**config.mk**
```make
export PLATFORM = sky130hd
export DESIGN_NAME = rx_gw_cut
export DESIGN_NICKNAME = d
export VERILOG_FILES = /design/src/rtl/rx_gw_pkg.sv /design/src/rtl/rx_gw_cut.sv
export SDC_FILE = /design/constraint.sdc
export NUM_CORES = 1
export LEC_CHECK = 0
export BUFFER_PORTS_ARGS = -buffer_cell sky130_fd_sc_hd__buf_2
export CAP_MARGIN = 30
export CORE_MARGIN = 8
export CORE_UTILIZATION = 30
export DETAILED_ROUTE_END_ITERATION = 10
export PLACE_DENSITY_LB_ADDON = 0.12
export SLEW_MARGIN = 0
export SYNTH_ARGS = -nofsm -noshare
export SYNTH_HDL_FRONTEND = slang
export SYNTH_SLANG_ARGS = --single-unit
```
**constraint.sdc**
```tcl
create_clock -name clk_i -period 2.4 [get_ports clk_i]
set_input_delay 0.36 -clock clk_i [delete_from_list [all_inputs] [get_ports clk_i]]
set_output_delay 0.36 -clock clk_i [all_outputs]
set_load 0.005 [all_outputs]
```
**src/rtl/rx_gw_pkg.sv**
```systemverilog
package rx_gw_pkg;
  localparam int LEN_W       = 14;
  localparam int DATA_W      = 8;
  localparam int GIANT_STD   = 1518;
  localparam int TAG_EXTRA   = 4;
  localparam int GIANT_2K    = 2000;
  localparam int GIANT_JUMBO = 9018;
  localparam int WD_STD      = 2048;
  localparam int WD_JUMBO    = 10240;
endpackage

```
**src/rtl/rx_gw_cut.sv**
```systemverilog
module rx_gw_cut #(
  parameter int DATA_W = rx_gw_pkg::DATA_W,
  parameter int LEN_W  = rx_gw_pkg::LEN_W
) (
  input  logic              clk_i,
  input  logic              rst_ni,
  input  logic              in_valid_i,
  input  logic              in_sop_i,
  input  logic              in_eop_i,
  input  logic [DATA_W-1:0] in_data_i,
  input  logic [LEN_W-1:0]  len_i,
  input  logic [LEN_W-1:0]  giant_thr_i,
  input  logic [LEN_W-1:0]  wd_lim_i,
  output logic              out_valid_o,
  output logic              out_sop_o,
  output logic              out_eop_o,
  output logic [DATA_W-1:0] out_data_o,
  output logic              stat_valid_o,
  output logic              stat_giant_o,
  output logic              stat_trunc_o
);
  logic cut_q, cut_active, at_lim, fwd, cut_new, last_beat;

  assign cut_active = in_sop_i ? 1'b0 : cut_q;
  assign at_lim     = (len_i == wd_lim_i);
  assign fwd        = !cut_active && (len_i <= wd_lim_i);
  assign cut_new    = fwd && at_lim && !in_eop_i;
  assign last_beat  = in_valid_i && in_eop_i;

  always_ff @(posedge clk_i or negedge rst_ni) begin
    if (!rst_ni)         cut_q <= 1'b0;
    else if (in_valid_i) cut_q <= in_eop_i ? 1'b0 : (cut_active | cut_new);
  end

  always_ff @(posedge clk_i or negedge rst_ni) begin
    if (!rst_ni) begin
      out_valid_o  <= 1'b0;
      out_sop_o    <= 1'b0;
      out_eop_o    <= 1'b0;
      out_data_o   <= '0;
      stat_valid_o <= 1'b0;
      stat_giant_o <= 1'b0;
      stat_trunc_o <= 1'b0;
    end else begin
      out_valid_o  <= in_valid_i && fwd;
      out_sop_o    <= in_valid_i && fwd && in_sop_i;
      out_eop_o    <= in_valid_i && fwd && (in_eop_i || at_lim);
      if (in_valid_i && fwd) out_data_o <= in_data_i;
      stat_valid_o <= last_beat;
      stat_giant_o <= last_beat && (len_i > giant_thr_i);
      stat_trunc_o <= last_beat && cut_active;
    end
  end

  // checker: forwarded bytes in the current output frame
  logic [LEN_W:0] chk_len_q, chk_len_now;
  assign chk_len_now = out_sop_o ? (LEN_W+1)'(1) : chk_len_q + (LEN_W+1)'(1);
  always_ff @(posedge clk_i or negedge rst_ni) begin
    if (!rst_ni)          chk_len_q <= '0;
    else if (out_valid_o) chk_len_q <= chk_len_now;
  end

  // forwarded frame never longer than the cut-off
  a_r7_out_len: assert property (@(posedge clk_i) disable iff (!rst_ni)
    out_valid_o |-> (chk_len_now <= {1'b0, wd_lim_i}));
  // a truncated frame's trailing input beat is not forwarded
  a_r7_trunc_quiet: assert property (@(posedge clk_i) disable iff (!rst_ni)
    (stat_valid_o && stat_trunc_o) |-> !out_valid_o);
  // an untruncated frame ends on the output with its status
  a_r2_plain_eop: assert property (@(posedge clk_i) disable iff (!rst_ni)
    (stat_valid_o && !stat_trunc_o) |-> (out_valid_o && out_eop_o));
  // status follows an input end beat
  a_r9_stat_src: assert property (@(posedge clk_i) disable iff (!rst_ni)
    stat_valid_o |-> $past(in_valid_i && in_eop_i));
endmodule

```
==> flow_summary.yaml, run 1 <==
grt:
  grt_usage: 0.104
  grt.overflow.total: 0
  antenna_found_initial: 0
  grt_pass1_vias: 1429
  grt_max_degree: 16
  grt_pass1_wl_um: 6350
timing:
  rsz0062_at_grt: "no"
  slew_headroom: 0.707
  setup-tns-final_ps: 0
  slew_viol_final: 0
  max_freq_mhz: 562
  layout_min_cycle_time_ps: 1780
  setup_violations: 0
  setup_slack_ps: 622
  hold_violations: 0
  whs_ps: 5.46
  fin_crit_sh: 0.741
  worst_pin_slew_ps: 436
  fin_skew_ps: 6.63
logic_synthesis:
  synth_seq_cells: 15
  ys_types: 31
  muxShareOfSynthArea: 0
  synth-compound-area-share: 0.227
  yosysWarnings: 0
  syn-num-nets: 238
  synth.area.top_cells: "dfrtp_1, ha_1, inv_1, o211ai_1, o31ai_1"
  synthesis.area_mm2: 0.00138
  synthTopCellsByCount: "inv_1, ha_1, dfrtp_1"
  synth_edf_count: 0
  syn_inst: 155
  syn_avg_cell_area_um2: 8.87
  synthSimpleGateAreaFrac: 0.141
  synthAdderAreaFrac: 0.255
  synth_top_family_by_area: "adder cells"
  ys_seq_area_frac: 0.273
  synth_area_leader_cell: "dfrtp_1"
  synth-xor-area-share: 0
  synth.top_cell.area_share: 0.273
  yosysMostFrequentCell: "inv_1"
  async_flop_share: 1.00
  synthFlopType: "dfrtp_1"
die:
  io_pins: 69
  placeableCoreArea_mm2: 0.00438
  initial_core_util: 0.314
  dieArea_mm2: 0.00701
  fp-row-count: 24
  die_w_um: 83.7
  die_h_um: 83.7
placement:
  dpl_worst_slack_ps: 341
  io_buffers: 68
  dp_hpwl_um: 3280
  gp_congestion: 0.687
finish:
  syn2layout_area_growth_pct: 33.0
  layout-drive-gt1-share: 0.348
  multi_input_area_um2: 857
  n_antenna_cell: 0
  fin_nets: 311
  register_area_um2: 375
  fill_cells: 461
  fin_util: 0.417
clock_tree:
  clock_latency_ps: 250
  cts_tree: "done"
  cts_resized: 0
  cts.root.buffer_cell: "clkbuf_8"
  clk_pin_slew_ps: 60
  hold_buffers: 0
  cts_buffers: 3
  htree_levels: 1
  cts.sinks: 15
  max-clock-path-buffers: 2
  post_cts_buffers: 0
setup_path:
  arrival_ps: 1890
  rrSetupSlack_ps: 720
  crit_path_start_kind: "input pin"
  r2r-start: "cut_q$_DFFE_PN0P_"
  r2r_end: "out_data_o[1]$_DFFE_PN0P_"
  worst-path-max-fanout: 8
  crit_required_ps: 2510
  critPathKind: "in -> reg"
  ff2ff_path_depth: 5
  worstSetupEndpointType: "register"
drt:
  topRoutingLayerUsed: "met4"
  routed_wl_um: 3610
  wl_met2_um: 1730
  vias: 1313
  dr.first_iter.drc_count: 15
  vias_per_cell: 4.71
  antenna_left: 0
  remaining_drc_errors: 0
  drt-wirelength-per-cell_um: 12.9
  wl_met1_um: 1590
  dr_wl_met3_um: 254
  drtPass1Iterations: 2
worst_hold_path:
  hp-class: "in -> async"
power:
  peakVddDrop_v: 0.000125
  clkPwrFrac: 0.262
  p_leak_nw: 1.07
  p_sw_frac: 0.303
  seq_power_share: 0.397
  netSwitchingPower_w: 0.000231
  p_total_w: 0.000763
  pwr-share-comb: 0.342
  internal_power_w: 0.000532
  p_per_area_mw_per_mm2: 417
run_status:
  status: "complete, no violations"
flow_run:
  max_cap_violations: 0
-- metal layers --
metal,vias to the layer above,GRT usage
li1,689,-
met1,582,0.120
met2,37,0.179
met3,5,0.0352
met4,0,0.0235
met5,-,0
-- worst max path at each step --
stage / cells after the start / endpoint / startpoint / slack, ps
after global placement: 7 / out_data_o[3]$_DFFE_PN0P_ / len_i[11] / 360
after floorplan: 7 / out_data_o[0]$_DFFE_PN0P_ / wd_lim_i[5] / 610
after detailed placement: 7 / out_data_o[0]$_DFFE_PN0P_ / len_i[5] / 340
after global routing: 7 / out_data_o[1]$_DFFE_PN0P_ / len_i[11] / 480
final: 7 / out_data_o[7]$_DFFE_PN0P_ / len_i[11] / 620
after CTS: 7 / out_data_o[0]$_DFFE_PN0P_ / len_i[5] / 590
-- cell usage in the layout (no fill, tap or decap), types with 2 or more instances in the layout --
cell type / count
nor3_1: 2
nand2_1: 9
nor2_1: 6
dfrtp_1: 15
o211ai_1: 8
o21a_1: 2
clkbuf_8: 3
o21ai_0: 6
a21oi_1: 9
inv_1: 37
o31ai_1: 8
nor2b_1: 3
nand4_1: 2
buf_2: 68
ha_1: 28
nand4_2: 3
-- registers in the layout, indices dropped and copies added (netlist names) --
signal / flops
out_data_o: 8
out_sop_o: 1
out_eop_o: 1
stat_valid_o: 1
stat_trunc_o: 1
cut_q: 1
out_valid_o: 1
stat_giant_o: 1
-- stage by stage --
step,instance area [µm²],instances
2_1_floorplan,1380,155
6_report,1830,279
3_3_place_gp,1780,275
3_5_place_dp,1780,275
4_1_cts,1830,279
5_1_grt,1830,279
-- power by group through the flow --
stage / registers, W / logic (W) / clock network [W]
after floorplan: 0.000310 / 0.000141 / 0
after global placement: 0.000307 / 0.000266 / 0
after detailed placement: 0.000307 / 0.000266 / 0
after CTS: 0.000303 / 0.000267 / 0.000203
after global routing: 0.000308 / 0.000304 / 0.000223
final: 0.000303 / 0.000261 / 0.000200
-- cell families (layout without fill, tap and decap cells) --
logic type	count (synthesis)	count (layout)
AOI/OAI and AO/OA	44	44
buffers and inverters	38	110
and+or+nand+nor	30	30
adders and majority gates	28	28
DFF	15	15
-- worst max-delay path: stages --
cell and delay, ps:
buf_2 110, ha_1 320, nand4_2 190, nor4_4 500
nand3_4 180, o211ai_1 140, o31ai_1 90
-- area by class of cell --
class | instances | area share
clock buffers | 4 | 0.0246
inverters | 37 | 0.0759
repair buffers | 69 | 0.190
multi-input cells | 102 | 0.469
flip-flops and latches | 15 | 0.205
well taps | 52 | 0.0356
No activity file was read; power rests on OpenSTA's default activity.
==> run 2, diff against run 1 <==
clock period = 1.65 ns   (was 2.4 ns; I/O delays follow)
==> run 2 against run 1 <==
Via count increased by 3.7%; combinational power increased by 70%; register-to-register slack got worse by 390 ps; largest cell class unchanged; setup slack got worse by 560 ps; final area increased by 13%; critical path depth increased by 1; core utilization increased by 5.5 points; cell count increased by 7.5%.
==> flow_summary.yaml, run 2 (synthesis results as in run 1) <==
run_status:
  status: "complete, no violations"
timing:
  max_freq_mhz: 631
  whs_ps: 216
  fin_skew_ps: 5.68
  layout_min_cycle_time_ps: 1590
  slew_viol_final: 0
  setup_slack_ps: 64.8
  slew_headroom: 0.780
  hold_violations: 0
  worst_pin_slew_ps: 331
  setup_violations: 0
  rsz0062_at_grt: "no"
  fin_crit_sh: 0.961
setup_path:
  crit_path_cell_trace: "buf_2 > inv_1 > ha_4 > a21o_1 > nand3_2 > a311o_2 > a21oi_4 > o31ai_1"
  startpoint: "wd_lim_i[3]"
  crit_slowest_cell: "a311o_2"
  rrSetupSlack_ps: 330
  crit_path_start_kind: "input pin"
  worst-path-max-fanout: 5
  r2r-start: "cut_q$_DFFE_PN0P_"
  slowest_delay_ps: 470
  worstSetupEndpointType: "register"
  arrival_ps: 1700
  critPathKind: "in -> reg"
  crit_required_ps: 1770
die:
  fp-row-count: 24
  io_pins: 69
  placeableCoreArea_mm2: 0.00438
  die_h_um: 83.7
  initial_core_util: 0.314
  die_w_um: 83.7
  dieArea_mm2: 0.00701
power:
  netSwitchingPower_w: 0.000361
  p_leak_nw: 1.17
  clkPwrFrac: 0.246
  p_per_area_mw_per_mm2: 567
  pwr-share-comb: 0.379
  internal_power_w: 0.000813
  peakVddDrop_v: 0.000274
  p_sw_frac: 0.307
  seq_power_share: 0.375
  p_total_w: 0.00117
grt:
  grt_usage: 0.103
  grt_pass1_vias: 1466
  antenna_found_initial: 0
  grt.overflow.total: 0
  grt_pass1_wl_um: 6290
  grt_max_degree: 16
clock_tree:
  max-clock-path-buffers: 2
  cts.sinks: 15
  htree_levels: 1
  cts_tree: "done"
  clock_latency_ps: 240
  post_cts_buffers: 0
  clk_pin_slew_ps: 60
  cts.root.buffer_cell: "clkbuf_8"
  cts_buffers: 3
finish:
  layout_common_cells: "buf_2, inv_1, ha_1"
  fill_cells: 458
  regMostFlops: "out_data_o"
  final_common_cell: "buf_2"
  register_area_um2: 375
  syn2layout_area_growth_pct: 50.7
  fin_nets: 332
  n_antenna_cell: 0
  multi_input_area_um2: 942
  layout-drive-gt1-share: 0.435
  fin_util: 0.473
  largest_reg_flops: 8
flow_run:
  max_cap_violations: 0
placement:
  dpl_worst_slack_ps: -249
  dp_hpwl_um: 3210
  io_buffers: 68
  gp_congestion: 0.729
drt:
  dr.first_iter.drc_count: 22
  drt-wirelength-per-cell_um: 12.5
  drtPass1Iterations: 4
  antenna_left: 0
  remaining_drc_errors: 0
  vias: 1361
  routed_wl_um: 3740
  vias_per_cell: 4.54
worst_hold_path:
  hp-class: "in -> reg"
  holdCritStartpoint: "in_eop_i"
==> run 2: cell types whose count changed in the layout (fill, tap and decap cells not counted), sizes merged <==
cell	before	now
dlygate4sd3	0	1
clkbuf	4	3
clkinv	0	1
a21oi	10	11
buf	69	88
==> run 2: area by class of cell <==
| class | instances | share of cell area |
|---|---|---|
| well taps | 52 | 0.0314 |
| repair buffers | 89 | 0.243 |
| flip-flops and latches | 15 | 0.181 |
| clock inverters | 1 | 0.00242 |
| multi-input cells | 103 | 0.455 |
| clock buffers | 3 | 0.0199 |
| inverters | 37 | 0.0670 |
==> run 2: routing by layer <==
layer / vias to the layer above / wire [µm] / GRT usage / share of wire
li1: 732 / - / - / -
met1: 588 / 1670 / 0.120 / 0.45
met2: 39 / 1820 / 0.178 / 0.49
met3: 2 / 245 / 0.0352 / 0.065
met4: 0 / 11 / 0.0235 / 0.0029
met5: - / 0 / 0 / 0
==> run 2: power by group through the flow <==
stage	clock, W	sequential (W)	combinational (W)
floorplan	0	0.000451	0.000212
global placement	0	0.000447	0.000422
detailed placement	0	0.000448	0.000423
CTS	0.000295	0.000442	0.000428
global route	0.000316	0.000448	0.000511
finish	0.000289	0.000441	0.000445
==> run 2: final timing paths <==
check                                            endpoint  depth (start not counted)
max in group asynchronous               cut_q$_DFFE_PN0P_                          2
min in group asynchronous       out_data_o[6]$_DFFE_PN0P_                          2
worst min-delay path                    cut_q$_DFFE_PN0P_                          2
worst min register to register  out_data_o[7]$_DFFE_PN0P_                          2
worst max register to register  out_data_o[4]$_DFFE_PN0P_                          5
worst max-delay path            out_data_o[0]$_DFFE_PN0P_                          8
==> run 2: critical path, delay by kind of cell <==
kind                       cells  cell delay, ps
AOI/OAI and AO/OA              4             960
and+or+nand+nor                1             100
buffers and inverters          2             120
adders and majority gates      1             280
==> run 2: metrics by stage <==
step / setup TNS [ps] / instance area (µm²) / cells
final: 0 / 2070 / 300
after global routing: 0 / 2070 / 300
after CTS: 0 / 2010 / 299
after detailed placement: -2500 / 1950 / 294
after global placement: -2340 / 1950 / 294
after floorplan: 0 / 1400 / 155
==> run 2: repair_timing <==
action,4_1_cts,5_1_grt
endpoints found under the setup margin,0,10
hold buffers,1,0
gates resized for setup,0,11
hold endpoints to repair,15,0
